**config.mk**
```make
export PLATFORM = sky130hd
export DESIGN_NAME = conv_timing_seq
export DESIGN_NICKNAME = d
export VERILOG_FILES = /design/src/rtl/conv_timing_pkg.sv /design/src/rtl/cts_sampler.sv /design/src/rtl/cts_tracker.sv /design/src/rtl/conv_timing_seq.sv
export SDC_FILE = /design/constraint.sdc
export NUM_CORES = 1
export LEC_CHECK = 0
export ABC_AREA = 1
export BUFFER_PORTS_ARGS = -buffer_cell sky130_fd_sc_hd__buf_2
export CAP_MARGIN = 0
export CORE_MARGIN = 2
export CORE_UTILIZATION = 60
export CTS_CLUSTER_SIZE = 8
export DETAILED_ROUTE_END_ITERATION = 16
export PLACE_DENSITY = 0.79
export RECOVER_POWER = 25
export SYNTH_ARGS = -nofsm -noshare
export SYNTH_HDL_FRONTEND = slang
export SYNTH_SLANG_ARGS = --single-unit
```
**constraint.sdc**
```tcl
create_clock -name clk -period 8.3 [get_ports clk]
set_input_delay 1.66 -clock clk [delete_from_list [all_inputs] [get_ports clk]]
set_output_delay 1.66 -clock clk [all_outputs]
set_load 0.05 [all_outputs]
```
**src/rtl/conv_timing_pkg.sv**
```systemverilog
`timescale 1ns/1ps
package conv_timing_pkg;

  localparam int TIME_W = 9;
  localparam int PSC_W  = 4;
  localparam int LOW_W  = 12;

  typedef struct packed {
    logic [TIME_W-1:0] t_lat;
    logic [TIME_W-1:0] t_int;
    logic [TIME_W-1:0] t_dma;
    logic [TIME_W-1:0] t_last;
  } evt_cfg_t;

  // ratio index: twice the clock divide ratio
  function automatic int ratio_idx(input logic [PSC_W-1:0] code);
    int h;
    h = (code == '0) ? 2 : int'(code) + 2;
    return h;
  endfunction

  function automatic logic psc_legal(input logic [PSC_W-1:0] code);
    return code != PSC_W'(1);
  endfunction

  function automatic logic [TIME_W-1:0] eoc_cycles(input logic m16, input logic [PSC_W-1:0] code);
    int h;
    h = ratio_idx(code);
    if (m16) return TIME_W'((59 * h + 6) >> 2);
    return TIME_W'(5 * h + 1);
  endfunction

  function automatic logic [TIME_W-1:0] lat_cycles(input logic m16, input logic [PSC_W-1:0] code);
    int h;
    int extra;
    h = ratio_idx(code);
    if (m16) begin
      case (h % 4)
        0:       extra = 1;
        1:       extra = 0;
        2:       extra = 1;
        default: extra = 2;
      endcase
    end else begin
      extra = 2 + ((h - 2) >> 2);
    end
    return eoc_cycles(m16, code) + TIME_W'(extra);
  endfunction

endpackage

```
**src/rtl/cts_sampler.sv**
```systemverilog
`timescale 1ns/1ps
module cts_sampler
  import conv_timing_pkg::*;
#(
  parameter int ACQ_W  = 9,
  parameter int OFF_W  = 4,
  parameter int DATA_W = 16
) (
  input  logic              clk,
  input  logic              rst_n,
  input  logic              req_valid,
  input  logic [ACQ_W-1:0]  req_acq,
  input  logic [PSC_W-1:0]  req_psc,
  input  logic              req_mode16,
  input  logic              req_int_late,
  input  logic [OFF_W-1:0]  req_int_off,
  input  logic              req_dma_hold,
  input  logic [DATA_W-1:0] ain,
  output logic              sample_win,
  output logic              rdy_stb,
  output logic              err_stb,
  output logic              win_last,
  output evt_cfg_t          ld_cfg,
  output logic [DATA_W-1:0] ld_data,
  output logic              smp_idle
);

  localparam int CW = (ACQ_W > TIME_W) ? ACQ_W : TIME_W;

  typedef struct packed {
    logic [ACQ_W-1:0] acq;
    logic [PSC_W-1:0] psc;
    logic             m16;
    logic             late;
    logic [OFF_W-1:0] off;
    logic             hold;
  } rq_t;

  typedef enum logic [1:0] {S_IDLE, S_SMP, S_WAIT} st_t;

  st_t           st_q;
  rq_t           in_rq, cur_q, pend_q;
  logic          pend_v;
  logic [CW-1:0] cnt_q;
  logic          in_ok, handoff;
  logic          rdy_q, err_q;
  logic [TIME_W-1:0] eoc_t, lat_t, int_t;

  assign in_rq    = '{acq: req_acq, psc: req_psc, m16: req_mode16,
                      late: req_int_late, off: req_int_off, hold: req_dma_hold};
  assign in_ok    = req_valid && psc_legal(req_psc);
  assign handoff  = (st_q == S_WAIT) && (cnt_q == CW'(1));
  assign win_last = (st_q == S_SMP) && (cnt_q == '0);

  assign sample_win = (st_q == S_SMP);
  assign smp_idle   = (st_q == S_IDLE);
  assign rdy_stb    = rdy_q;
  assign err_stb    = err_q;

  // event offsets of the conversion whose window is closing
  assign eoc_t = eoc_cycles(cur_q.m16, cur_q.psc);
  assign lat_t = lat_cycles(cur_q.m16, cur_q.psc);
  assign int_t = cur_q.late ? eoc_t : TIME_W'(cur_q.off);

  always_comb begin
    ld_cfg.t_lat  = lat_t;
    ld_cfg.t_int  = int_t;
    ld_cfg.t_dma  = cur_q.hold ? lat_t : int_t;
    ld_cfg.t_last = (lat_t > int_t) ? lat_t : int_t;
    ld_data       = cur_q.m16 ? ain : DATA_W'(ain[LOW_W-1:0]);
  end

  always_ff @(posedge clk) begin
    if (!rst_n) begin
      st_q   <= S_IDLE;
      cnt_q  <= '0;
      cur_q  <= '0;
      pend_q <= '0;
      pend_v <= 1'b0;
      rdy_q  <= 1'b0;
      err_q  <= 1'b0;
    end else begin
      rdy_q <= handoff;
      err_q <= req_valid && !psc_legal(req_psc);
      case (st_q)
        S_IDLE: begin
          if (in_ok) begin
            cur_q <= in_rq;
            cnt_q <= CW'(in_rq.acq);
            st_q  <= S_SMP;
          end
        end
        S_SMP: begin
          if (in_ok && !pend_v) begin
            pend_v <= 1'b1;
            pend_q <= in_rq;
          end
          if (cnt_q == '0) begin
            cnt_q <= CW'(eoc_t);
            st_q  <= S_WAIT;
          end else begin
            cnt_q <= cnt_q - CW'(1);
          end
        end
        S_WAIT: begin
          if (handoff) begin
            if (pend_v) begin
              cur_q  <= pend_q;
              cnt_q  <= CW'(pend_q.acq);
              st_q   <= S_SMP;
              pend_v <= in_ok;
              if (in_ok) pend_q <= in_rq;
            end else if (in_ok) begin
              cur_q <= in_rq;
              cnt_q <= CW'(in_rq.acq);
              st_q  <= S_SMP;
            end else begin
              st_q <= S_IDLE;
            end
          end else begin
            cnt_q <= cnt_q - CW'(1);
            if (in_ok && !pend_v) begin
              pend_v <= 1'b1;
              pend_q <= in_rq;
            end
          end
        end
        default: st_q <= S_IDLE;
      endcase
    end
  end

endmodule

```
**src/rtl/cts_tracker.sv**
```systemverilog
`timescale 1ns/1ps
module cts_tracker
  import conv_timing_pkg::*;
#(
  parameter int DATA_W = 16
) (
  input  logic              clk,
  input  logic              rst_n,
  input  logic              load,
  input  evt_cfg_t          cfg,
  input  logic [DATA_W-1:0] data,
  output logic              busy,
  output logic              lat_evt,
  output logic              int_evt,
  output logic              dma_evt,
  output logic [DATA_W-1:0] held_data
);

  evt_cfg_t          cfg_q;
  logic [TIME_W-1:0] cnt_q;
  logic              busy_q;

  assign busy      = busy_q;
  assign lat_evt   = busy_q && (cnt_q == cfg_q.t_lat);
  assign int_evt   = busy_q && (cnt_q == cfg_q.t_int);
  assign dma_evt   = busy_q && (cnt_q == cfg_q.t_dma);

  always_ff @(posedge clk) begin
    if (!rst_n) begin
      busy_q    <= 1'b0;
      cnt_q     <= '0;
      cfg_q     <= '0;
      held_data <= '0;
    end else if (load) begin
      busy_q    <= 1'b1;
      cnt_q     <= '0;
      cfg_q     <= cfg;
      held_data <= data;
    end else if (busy_q) begin
      if (cnt_q == cfg_q.t_last) busy_q <= 1'b0;
      else                       cnt_q  <= cnt_q + TIME_W'(1);
    end
  end

endmodule

```
**src/rtl/conv_timing_seq.sv**
```systemverilog
`timescale 1ns/1ps
module conv_timing_seq #(
  parameter int ACQ_W  = 9,
  parameter int OFF_W  = 4,
  parameter int DATA_W = 16,
  parameter int SLOTS  = 2
) (
  input  logic              clk,
  input  logic              rst_n,
  input  logic              req_valid,
  input  logic [ACQ_W-1:0]  req_acq,
  input  logic [3:0]        req_psc,
  input  logic              req_mode16,
  input  logic              req_int_late,
  input  logic [OFF_W-1:0]  req_int_off,
  input  logic              req_dma_hold,
  input  logic [DATA_W-1:0] ain,
  input  logic              int_clr,
  output logic              sample_win,
  output logic              rdy_stb,
  output logic              lat_stb,
  output logic              int_flag,
  output logic              dma_trig,
  output logic              psc_err,
  output logic [DATA_W-1:0] result
);
  import conv_timing_pkg::*;

  localparam int SW = (SLOTS > 1) ? $clog2(SLOTS) : 1;

  logic              win_last, smp_idle;
  evt_cfg_t          ld_cfg;
  logic [DATA_W-1:0] ld_data;
  logic [SW-1:0]     slot_q;
  logic [SLOTS-1:0]  slot_ld, slot_busy, lat_evt, int_evt, dma_evt;
  logic [DATA_W-1:0] slot_data [SLOTS];
  logic              int_q;
  logic [DATA_W-1:0] result_q, res_nxt;
  logic              int_any;

  cts_sampler #(.ACQ_W(ACQ_W), .OFF_W(OFF_W), .DATA_W(DATA_W)) smp_i (
    .clk(clk), .rst_n(rst_n), .req_valid(req_valid), .req_acq(req_acq),
    .req_psc(req_psc), .req_mode16(req_mode16), .req_int_late(req_int_late),
    .req_int_off(req_int_off), .req_dma_hold(req_dma_hold), .ain(ain),
    .sample_win(sample_win), .rdy_stb(rdy_stb), .err_stb(psc_err),
    .win_last(win_last), .ld_cfg(ld_cfg), .ld_data(ld_data), .smp_idle(smp_idle)
  );

  for (genvar g = 0; g < SLOTS; g++) begin : g_slot
    assign slot_ld[g] = win_last && (slot_q == SW'(g));
    cts_tracker #(.DATA_W(DATA_W)) trk_i (
      .clk(clk), .rst_n(rst_n), .load(slot_ld[g]), .cfg(ld_cfg), .data(ld_data),
      .busy(slot_busy[g]), .lat_evt(lat_evt[g]), .int_evt(int_evt[g]),
      .dma_evt(dma_evt[g]), .held_data(slot_data[g])
    );
  end

  assign int_any  = |int_evt;
  assign lat_stb  = |lat_evt;
  assign dma_trig = |dma_evt;
  assign int_flag = int_q | int_any;
  assign result   = result_q;

  always_comb begin
    res_nxt = result_q;
    for (int i = 0; i < SLOTS; i++) begin
      if (lat_evt[i]) res_nxt = slot_data[i];
    end
  end

  always_ff @(posedge clk) begin
    if (!rst_n) begin
      slot_q   <= '0;
      int_q    <= 1'b0;
      result_q <= '0;
    end else begin
      if (win_last) slot_q <= (slot_q == SW'(SLOTS - 1)) ? '0 : slot_q + SW'(1);
      int_q    <= int_any | (int_q & ~int_clr);
      result_q <= res_nxt;
    end
  end

endmodule

```
==> metrics.md, run 1 <==
| Metric | Value |
|---|---|
| Synthesized area | 0.0111 mm^2 |
| Post-DR wirelength/cell | 16.3 um |
| Final critical-path required period | 7.07 ns |
| Overall power consumption | 4.66 mW |
| Startpoint Class | flop |
| CTS-repair resized insts | 0 |
| Total of warnings raised by yosys | 0 |
| Worst vdd ir | 0.357 mV |
| Num rows | 49 |
| Clock tree from TritonCTS | built |
| Final clock skew | 0.0113 ns |
| Top cell type's share of synthesized area | 0.338 |
| Area growth from synthesis to layout | 7.01% |
| Fraction of registers with async set/reset | 0 |
| Headroom to the max-slew limit | -0.872 |
| Final Non-Filler Cells | 1795 |
| GPL Wtd Cong | 0.924 |
| Hold wc startpoint | smp_i.pend_q[4] |
| Leak Pwr | 5.35 nW |
| CP delay by family, top | adder cells |
| Clock transition at the register clock pins on the worst setup and hold paths after CTS | 0.07 ns |
| Data required time of the worst path | 8.61 ns |
| Initial antenna violation count | 0 |
| Ys flop type | sky130_fd_sc_hd__dfxtp_1 |
| Met1 usage in global routing | 0.393 |
| Violated checks | capacitance limit, slew limit |
| Nets | 1670 |
| Synthesized instance count | 1534 |
| Reg-to-reg critical path endpoint | g_slot[1].trk_i.cfg_q[5] |
| Worst-case reg-to-reg path depth | 34 |
| Syn Nets | 1652 |
| Setup repair after global routing missed its margin | false |
| Vias in the first global route | 9786 |
| Iteration-0 DRC count of the detailed router | 825 |
| Max Clock Freq | 141 MHz |
| Count of buffering cells on the critical path with inverters included | 6 |
| EDFF count, synth | 0 |
| Worst-case hold slack | 0.447 ns |
| GR Util All Layers | 0.305 |
| Die Area | 0.0196 mm^2 |
| Arrival @ worst endpoint | 7.38 ns |
| Detailed placer's ending HPWL | 20900 um |
| Die Ht | 140 um |
| Starting utilization of the core area | 0.615 |
| Instance count on the critical path | 34 |
| Total of endpoints with negative setup slack in the final report | 0 |
| WL final | 29200 um |
| Cell with the largest stage delay on the worst path | sky130_fd_sc_hd__fa_1 |
| Pwr dens | 393 mW/mm^2 |
| Fraction of the yosys area taken by sequential cells | 0.338 |
| Final cycle utilization of the critical path | 0.852 |
| Fin Setup TNS | 0 ns |
| Path class of the lowest-slack min-delay path | flop to flop |
| Category of the worst setup path capture point | flop |
| I/O pins | 62 |
| Ratio of routed vias to standard cells | 5.71 |
| Core Region | 0.0180 mm^2 |
| # hold bufs at CTS | 0 |
| Latest clock arrival within the worst-skew pair | 0.44 ns |
| Share of final-layout standard cells stronger than drive strength 1 | 0.0837 |
| Num CTS Buffers | 17 |
| Area contributors post-synth | sky130_fd_sc_hd__dfxtp_1 (34%), sky130_fd_sc_hd__nand2_1 (12%), sky130_fd_sc_hd__ha_1 (8.0%), sky130_fd_sc_hd__inv_1 (6.8%), sky130_fd_sc_hd__nand3_1 (4.4%) |
| # H-tree levels | 4 |
| Netlist cell types | 52 |
| Maximum number of buffers from clock root to sink | 2 |
| Global-route wire length before repair | 48600 um |
| Clock tree root buffer cell | sky130_fd_sc_hd__clkbuf_16 |
| Most utilized layer in the global route result | met2 |
| Post-synthesis sequential element count | 187 |
| Cells on Worst Hold Path | 2 |
| Buffer count from post-CTS setup fixing | 0 |
| Met2 Usage GRT | 0.511 |
| Mean area per synthesized cell | 7.22 um^2 |
| Count of TritonRoute iterations in the first routing pass | 6 |
| Destination of the worst hold path | smp_i.pend_q[4] |
| Transition time at the pin with the least slew margin | 2.81 ns |
| Die X | 140 um |
| Count of max-cap constraint violations | 2 |
| Clock sink count | 187 |
| Most numerous cell on the critical path | sky130_fd_sc_hd__nand2_1 |
| Largest stage delay, worst path | 0.47 ns |
| Routed via count | 10250 |
| Maximum fanout along the worst path | 14 |
| Final hold vios | 0 |
| Post-detailed-route count of antenna-violating nets | 0 |
| Cells after DPL | 1762 |
| Class of the most critical setup path | flop to flop |
| PortBufs | 61 |
| Leading cell type in the layout, fill and taps excluded | sky130_fd_sc_hd__nand2_1 |
| Utilization after layout | 0.658 |
| Post-synth top area cell | sky130_fd_sc_hd__dfxtp_1 |
| Startpoint of the most critical register-to-register path | smp_i.cur_q[8] |
| Outcome | finished, violations left |
| GR met3 Demand/Resource | 0.0462 |
| Setup slack on the worst flop-to-flop path | 1.23 ns |
| Maximum number of pins on one net before global-route repair | 60 |
| Total gr overflow | 0 |
| Final max-slew violation count | 102 |
| Commonest non-fill, non-tap cells in the layout | sky130_fd_sc_hd__nand2_1 (342), sky130_fd_sc_hd__inv_1 (202), sky130_fd_sc_hd__dfxtp_1 (187) |
| DRC violation count after routing | 0 |
==> worst reg2reg max path, delay by kind of cell, from the launching register on <==
family	cells	cell delay, ns
fa+ha+maj	8	2.64
flops	1	0.45
simple gates	13	1.48
compound gates	6	1.25
buf+inv	6	0.74
xor+xnor	1	0.37
==> sequential cells by signal, indices dropped and copies added (netlist names) <==
register and cells:
slot_q 1, g_slot.trk_i.cnt_q 18, smp_i.err_stb 1, g_slot.trk_i.held_data 32
smp_i.st_q 2, g_slot.trk_i.cfg_q 72, result 16, smp_i.rdy_stb 1
smp_i.pend_v 1, smp_i.cnt_q 9, g_slot.trk_i.busy 2, int_q 1
smp_i.cur_q 11, smp_i.pend_q 20
==> synth_stat cells, types with 6 or more instances <==
master / number
sky130_fd_sc_hd__nand3_2: 7
sky130_fd_sc_hd__buf_6: 15
sky130_fd_sc_hd__fa_1: 7
sky130_fd_sc_hd__dfxtp_1: 187
sky130_fd_sc_hd__nor3_1: 12
sky130_fd_sc_hd__inv_2: 10
sky130_fd_sc_hd__inv_1: 202
sky130_fd_sc_hd__xor2_1: 42
sky130_fd_sc_hd__xnor2_1: 13
sky130_fd_sc_hd__nor2_1: 89
sky130_fd_sc_hd__nand4_1: 21
sky130_fd_sc_hd__nand2_1: 341
sky130_fd_sc_hd__ha_1: 71
sky130_fd_sc_hd__a21oi_1: 80
sky130_fd_sc_hd__nand3_1: 97
sky130_fd_sc_hd__o21ai_2: 6
sky130_fd_sc_hd__nand2_2: 8
sky130_fd_sc_hd__clkbuf_1: 14
sky130_fd_sc_hd__o21ai_0: 96
sky130_fd_sc_hd__o22ai_1: 43
sky130_fd_sc_hd__or2_2: 6
sky130_fd_sc_hd__o211ai_1: 24
sky130_fd_sc_hd__o21ai_1: 56
sky130_fd_sc_hd__buf_2: 25
sky130_fd_sc_hd__nor2_4: 7
==> final cells by class <==
type,instances,area (um^2)
Fill cell,1602,6170
Multi-Input combinational cell,1070,6110
Sequential cell,187,3740
Inverter,214,805
Clock buffer,19,443
Timing Repair Buffer,62,287
Tap cell,229,287
Clock inverter,13,179
Antenna cell,1,2.50
==> power breakdown <==
group          total, mW  internal [mW]  switching (mW)  leakage, nW
clock network      0.859          0.467           0.392        0.304
logic               2.66          0.828            1.83         3.53
registers           1.14           1.03           0.114         1.51
==> through the flow <==
step	setup slack (ns)	instance area (um^2)
4_1_cts	1.40	11900
6_report	1.23	11900
2_1_floorplan	2.34	11100
3_3_place_gp	1.77	11300
5_1_grt	0.556	11900
3_5_place_dp	1.41	11300
==> logic make-up after synthesis <==
logic type / after synthesis / synth area share
and+or+nand+nor: 605 / 0.245
AOI/OAI and AO/OA: 332 / 0.171
buffers and inverters: 277 / 0.110
DFF: 187 / 0.338
adders and majority gates: 78 / 0.0928
xor gates and xnor gates: 55 / 0.0435
==> layer usage <==
layer | up-vias | part of all wire | routed length [um]
met4 | 0 | 0.034 | 1000
met2 | 372 | 0.48 | 13900
met5 | - | 0 | 0
met1 | 4737 | 0.43 | 12500
li1 | 5070 | - | -
met3 | 71 | 0.063 | 1860
==> how the worst max path moves through the flow <==
stage / start / end
after global routing: smp_i.cur_q[8] / g_slot[1].trk_i.cfg_q[5]
final: smp_i.cur_q[8] / g_slot[1].trk_i.cfg_q[5]
after detailed placement: smp_i.cur_q[8] / g_slot[1].trk_i.cfg_q[5]
after global placement: smp_i.cur_q[8] / g_slot[1].trk_i.cfg_q[5]
after floorplan: smp_i.cur_q[8] / g_slot[0].trk_i.cfg_q[4]
after CTS: smp_i.cur_q[8] / g_slot[1].trk_i.cfg_q[5]
Note: power is estimated with default switching activity, not from simulation.
==> run 2, diff against run 1 <==
--- a/config.mk
+++ b/config.mk
@@ -9,10 +9,9 @@
 export BUFFER_PORTS_ARGS = -buffer_cell sky130_fd_sc_hd__buf_2
 export CAP_MARGIN = 0
 export CORE_MARGIN = 2
-export CORE_UTILIZATION = 60
+export CORE_UTILIZATION = 41
 export CTS_CLUSTER_SIZE = 8
 export DETAILED_ROUTE_END_ITERATION = 16
-export PLACE_DENSITY = 0.79
 export RECOVER_POWER = 25
 export SYNTH_ARGS = -nofsm -noshare
 export SYNTH_HDL_FRONTEND = slang
==> run 2 against run 1 <==
  * The flow still finishes with violations (capacitance limit, slew limit)
  * Global-route usage fell by 9.4 points
  * Clock skew up 0.0031 ns
  * Total power grew 0.72%
  * Combinational power about the same
  * Worst setup slack better by 0.022 ns
  * Largest power group unchanged
==> metrics.md, run 2 (synthesized netlist as in run 1, its figures left out) <==
| Metric | Value |
|---|---|
| GPL Wtd Cong | 0.901 |
| Clock tree from TritonCTS | built |
| Latest clock arrival within the worst-skew pair | 0.45 ns |
| Worst-case reg-to-reg path depth | 34 |
| Post-detailed-route count of antenna-violating nets | 0 |
| Maximum fanout along the worst path | 14 |
| # H-tree levels | 4 |
| Maximum number of pins on one net before global-route repair | 60 |
| Cells on Worst Hold Path | 2 |
| Post-DR wirelength/cell | 15.4 um |
| DRC violation count after routing | 0 |
| CTS-repair resized insts | 0 |
| Clock tree root buffer cell | sky130_fd_sc_hd__clkbuf_16 |
| Iteration-0 DRC count of the detailed router | 711 |
| Final max-slew violation count | 103 |
| Leading cell type in the layout, fill and taps excluded | sky130_fd_sc_hd__nand2_1 |
| Outcome | finished, violations left |
| Final critical-path required period | 7.05 ns |
| Vias in the first global route | 9441 |
| Startpoint Class | flop |
| I/O pins | 62 |
| Multi-input logic area | 0.00611 mm^2 |
| Cell with the largest stage delay on the worst path | sky130_fd_sc_hd__dfxtp_1 |
| Most numerous cell on the critical path | sky130_fd_sc_hd__nand2_1 |
| WL final | 29400 um |
| Count of max-cap constraint violations | 2 |
| Final hold vios | 0 |
| Die Area | 0.0284 mm^2 |
| Category of the worst setup path capture point | flop |
| Pwr dens | 390 mW/mm^2 |
| Buffer count from post-CTS setup fixing | 0 |
| Largest registers | g_slot.trk_i.cfg_q (72), g_slot.trk_i.held_data (32), smp_i.pend_q (20) |
| Routed via count | 9854 |
| Worst-case hold slack | 0.448 ns |
| Number of fill cells in the layout | 2773 |
| Die X | 168 um |
| Share of final-layout standard cells stronger than drive strength 1 | 0.0849 |
| Ratio of routed vias to standard cells | 5.17 |
| Worst vdd ir | 0.236 mV |
| Fin Setup TNS | 0 ns |
| Die Ht | 168 um |
| Instance count on the critical path | 34 |
| Antenna diode count | 0 |
| Transition time at the pin with the least slew margin | 2.86 ns |
| Num CTS Buffers | 17 |
| Setup repair after global routing missed its margin | false |
| Core Region | 0.0267 mm^2 |
| Class of the most critical setup path | flop to flop |
| CP delay by family, top | adder cells |
| Storage cell area | 0.00374 mm^2 |
| Headroom to the max-slew limit | -0.907 |
| Clock sink count | 187 |
| Final cycle utilization of the critical path | 0.849 |
| Detailed placer's ending HPWL | 21400 um |
| Count of buffering cells on the critical path with inverters included | 6 |
| # hold bufs at CTS | 0 |
| Final clock skew | 0.0144 ns |
| Starting utilization of the core area | 0.415 |
| Register with the most flip-flops | g_slot.trk_i.cfg_q |
| Area growth from synthesis to layout | 8.58% |
| Nets | 1671 |
| PortBufs | 61 |
| Max Clock Freq | 142 MHz |
| Initial antenna violation count | 0 |
| Data required time of the worst path | 8.56 ns |
| Total of endpoints with negative setup slack in the final report | 0 |
| Global-route wire length before repair | 48200 um |
| Number of flip-flops in the largest register | 72 |
| GR Util All Layers | 0.211 |
| Clock transition at the register clock pins on the worst setup and hold paths after CTS | 0.08 ns |
| Violated checks | capacitance limit, slew limit |
| Largest stage delay, worst path | 0.46 ns |
| Commonest non-fill, non-tap cells in the layout | sky130_fd_sc_hd__nand2_1 (341), sky130_fd_sc_hd__inv_1 (202), sky130_fd_sc_hd__dfxtp_1 (187) |
| Path class of the lowest-slack min-delay path | flop to flop |
| Num rows | 60 |
| Count of TritonRoute iterations in the first routing pass | 5 |
| Total gr overflow | 0 |
| Arrival @ worst endpoint | 7.31 ns |
| Leak Pwr | 5.36 nW |
| Maximum number of buffers from clock root to sink | 2 |
[run 2: cell count changes in the layout (fill, tap and decap cells not counted), sizes merged]
cell and change:
clkinv +1, diode -1, clkbuf -1, inv +2, bufinv -1
[run 2: power by group]
group          leakage (nW)  internal (mW)  switching [mW]  total (mW)
Clock                 0.318          0.450           0.438       0.888
Sequential             1.51           1.03           0.112        1.14
Combinational          3.53          0.826            1.84        2.66
Total                  5.36           2.30            2.39        4.69
[run 2: worst paths after layout]
check | from | endpoint | slack (ns)
setup reg to reg | smp_i.cur_q[8] | g_slot[1].trk_i.cfg_q[5] | 1.25
hold / removal | smp_i.pend_q[6] | smp_i.pend_q[6] | 0.45
hold reg to reg | smp_i.pend_q[6] | smp_i.pend_q[6] | 0.45
setup / recovery | smp_i.cur_q[8] | g_slot[1].trk_i.cfg_q[5] | 1.25
[run 2: cell type report]
class / instances / area share
repair buffers: 63 / 0.0241
flip-flops and latches: 187 / 0.311
clock inverters: 15 / 0.0194
multi-input cells: 1070 / 0.508
clock buffers: 17 / 0.0354
well taps: 341 / 0.0355
inverters: 214 / 0.0669
[run 2: tightest hold or removal path: stages, from the launching register on]
cell	delay (ns)
sky130_fd_sc_hd__dfxtp_1	0.30
sky130_fd_sc_hd__inv_1	0.05
sky130_fd_sc_hd__a21oi_1	0.05
[run 2: per-layer routing]
metal  wire length [um]  up-vias  track usage  share of wire
li1                   -     5085            -              -
met1              13700     4503        0.271           0.47
met2              13900      232        0.368           0.47
met3               1250       34       0.0299          0.043
met4                533        0       0.0600          0.018
met5                  0        -            0              0
[run 2: metrics by stage]
stage / instance area [um^2] / worst slack (ns) / instances / power (mW) / utilization
after CTS: 12100 / 1.32 / 1907 / 4.68 / 0.452
after global routing: 12000 / 0.512 / 1907 / 5.11 / 0.450
after detailed placement: 11400 / 1.42 / 1875 / 3.78 / 0.427
final: 12000 / 1.25 / 1907 / 4.69 / 0.450
after global placement: 11400 / 1.64 / 1875 / 3.75 / 0.427
after floorplan: 11100 / 2.34 / 1534 / 3.13 / -
==> run 3, diff against run 2 <==
==> constraint.sdc (replaced) <==
create_clock -name clk -period 6.65 [get_ports clk]
set_input_delay 1.33 -clock clk [delete_from_list [all_inputs] [get_ports clk]]
set_output_delay 1.33 -clock clk [all_outputs]
set_load 0.05 [all_outputs]
==> run 3 against run 2 <==
  * The flow now finishes without violations
  * Clock power grew 23%
  * First-iteration DRC count grew 17%
  * Maximum frequency grew 14%
  * Largest power group unchanged
  * Non-clock buffer count grew 7
  * Design area grew 0.35%
  * Sequential share of layout area shrank 0.089 points
==> metrics.md, run 3 (synthesized netlist as in run 1, its figures left out) <==
| Metric | Value |
|---|---|
| Outcome | completed |
| Post-detailed-route count of antenna-violating nets | 0 |
| Overall power consumption | 5.97 mW |
| Post-DR wirelength/cell | 15.7 um |
| Vias in the first global route | 9477 |
| Final clock skew | 0.0150 ns |
| Initial antenna violation count | 0 |
| Path class of the lowest-slack min-delay path | flop to flop |
| GR Util All Layers | 0.217 |
| # hold bufs at CTS | 0 |
| Register with the most flip-flops | g_slot.trk_i.cfg_q |
| PortBufs | 61 |
| Commonest non-fill, non-tap cells in the layout | sky130_fd_sc_hd__nand2_1 (342), sky130_fd_sc_hd__inv_1 (203), sky130_fd_sc_hd__dfxtp_1 (185) |
| Maximum number of buffers from clock root to sink | 2 |
| Worst vdd ir | 0.389 mV |
| Final max-slew violation count | 0 |
| Final Non-Filler Cells | 1914 |
| Cells after DPL | 1881 |
| Number of flip-flops in the largest register | 72 |
| Class of the most critical setup path | flop to flop |
| Die X | 168 um |
| Ratio of routed vias to standard cells | 5.19 |
| Routed via count | 9939 |
| Setup repair after global routing missed its margin | true |
| Count of TritonRoute iterations in the first routing pass | 6 |
| Num rows | 60 |
| Maximum number of pins on one net before global-route repair | 46 |
| # H-tree levels | 4 |
| Die Ht | 168 um |
| Category of the worst setup path capture point | flop |
| Data required time of the worst path | 6.96 ns |
| Area growth from synthesis to layout | 8.97% |
| Global-route wire length before repair | 49100 um |
| Most numerous cell on the critical path | sky130_fd_sc_hd__nand2_1 |
| Antenna diode count | 0 |
| Cell with the largest stage delay on the worst path | sky130_fd_sc_hd__fa_1 |
| DRC violation count after routing | 0 |
| Total of endpoints with negative setup slack in the final report | 0 |
| Core Region | 0.0267 mm^2 |
| Share of final-layout standard cells stronger than drive strength 1 | 0.0890 |
| Largest registers | g_slot.trk_i.cfg_q (72), g_slot.trk_i.held_data (32), smp_i.pend_q (20) |
| Starting utilization of the core area | 0.415 |
| Die Area | 0.0284 mm^2 |
| Worst-case hold slack | 0.449 ns |
| Final cycle utilization of the critical path | 0.933 |
| Headroom to the max-slew limit | 0.301 |
| Final critical-path required period | 6.21 ns |
| Leading cell type in the layout, fill and taps excluded | sky130_fd_sc_hd__nand2_1 |
| Nets | 1678 |
| Maximum fanout along the worst path | 14 |
| WL final | 30100 um |
| Total gr overflow | 0 |
| Iteration-0 DRC count of the detailed router | 832 |
| Clock transition at the register clock pins on the worst setup and hold paths after CTS | 0.08 ns |
| Count of max-cap constraint violations | 0 |
| Max Clock Freq | 161 MHz |
| Startpoint Class | flop |
| Clock sink count | 187 |
| Pwr dens | 494 mW/mm^2 |
| Num CTS Buffers | 17 |
| Final hold vios | 0 |
| Latest clock arrival within the worst-skew pair | 0.45 ns |
| Largest stage delay, worst path | 0.46 ns |
| Leak Pwr | 5.39 nW |
| Clock tree from TritonCTS | built |
| I/O pins | 62 |
| Clock tree root buffer cell | sky130_fd_sc_hd__clkbuf_16 |
| Arrival @ worst endpoint | 6.52 ns |
| Transition time at the pin with the least slew margin | 1.05 ns |
| GPL Wtd Cong | 0.892 |
| Detailed placer's ending HPWL | 21900 um |
## run 3: changes by cell type in the layout (fill, tap and decap cells not counted), moves of 2 or more
cell,change
sky130_fd_sc_hd__dfxtp_1,-2
sky130_fd_sc_hd__buf_4,+8
sky130_fd_sc_hd__dfxtp_2,+2
sky130_fd_sc_hd__nand2_2,-2
sky130_fd_sc_hd__o21ai_0,-4
sky130_fd_sc_hd__o21ai_1,+4
## run 3: layout make-up
class                           instances  area (um^2)
Fill cell                            2752        14700
Multi-Input combinational cell       1070         6100
Sequential cell                       187         3750
Inverter                              214          805
Tap cell                              341          427
Clock buffer                           17          425
Timing Repair Buffer                   70          347
Clock inverter                         15          220
## run 3: through the flow
step | instance area (um^2) | setup TNS [ns] | setup WS, ns | utilization
floorplan | 11100 | 0 | 0.690 | -
global placement | 11500 | 0 | 0.261 | 0.429
detailed placement | 11500 | 0 | 0.0940 | 0.429
CTS | 12100 | 0 | 0.0796 | 0.453
global route | 12100 | -0.0186 | -0.00799 | 0.452
finish | 12100 | 0 | 0.444 | 0.452
## run 3: path summary, 6_finish.rpt
| path | from | to | slack (ns) | depth (start not counted) |
|---|---|---|---|---|
| hold / removal | smp_i.pend_q[1] | smp_i.pend_q[1] | 0.45 | 2 |
| setup reg to reg | smp_i.cur_q[8] | g_slot[0].trk_i.cfg_q[3] | 0.44 | 32 |
| setup / recovery | smp_i.cur_q[8] | g_slot[0].trk_i.cfg_q[3] | 0.44 | 32 |
| hold reg to reg | smp_i.pend_q[1] | smp_i.pend_q[1] | 0.45 | 2 |
## run 3: metal layers
| metal | share of wire | up-vias | GRT usage |
|---|---|---|---|
| met4 | 0.031 | 0 | 0.0933 |
| met5 | 0 | - | 0 |
| li1 | - | 5095 | - |
| met2 | 0.46 | 236 | 0.358 |
| met1 | 0.47 | 4564 | 0.282 |
| met3 | 0.037 | 44 | 0.0310 |
## run 3: worst max-delay path, delay by kind of cell (launching register included)
kind                     cells  cell delay (ns)
AO/OA/AOI/OAI                6             0.92
buffers and inverters        4             0.29
flip-flops                   1             0.39
AND/OR/NAND/NOR             14             2.01
adder cells (fa/ha/maj)      8             2.47
## run 3: what timing repair did
action	CTS	global route
setup endpoints to repair	0	18
gates resized for setup	0	9
buffers inserted	0	1
## run 3: report_power, final
group / leakage, nW / switching, mW / internal, mW / total [mW]
Sequential: 1.52 / 0.145 / 1.28 / 1.43
Clock: 0.310 / 0.537 / 0.552 / 1.09
Combinational: 3.56 / 2.36 / 1.09 / 3.45
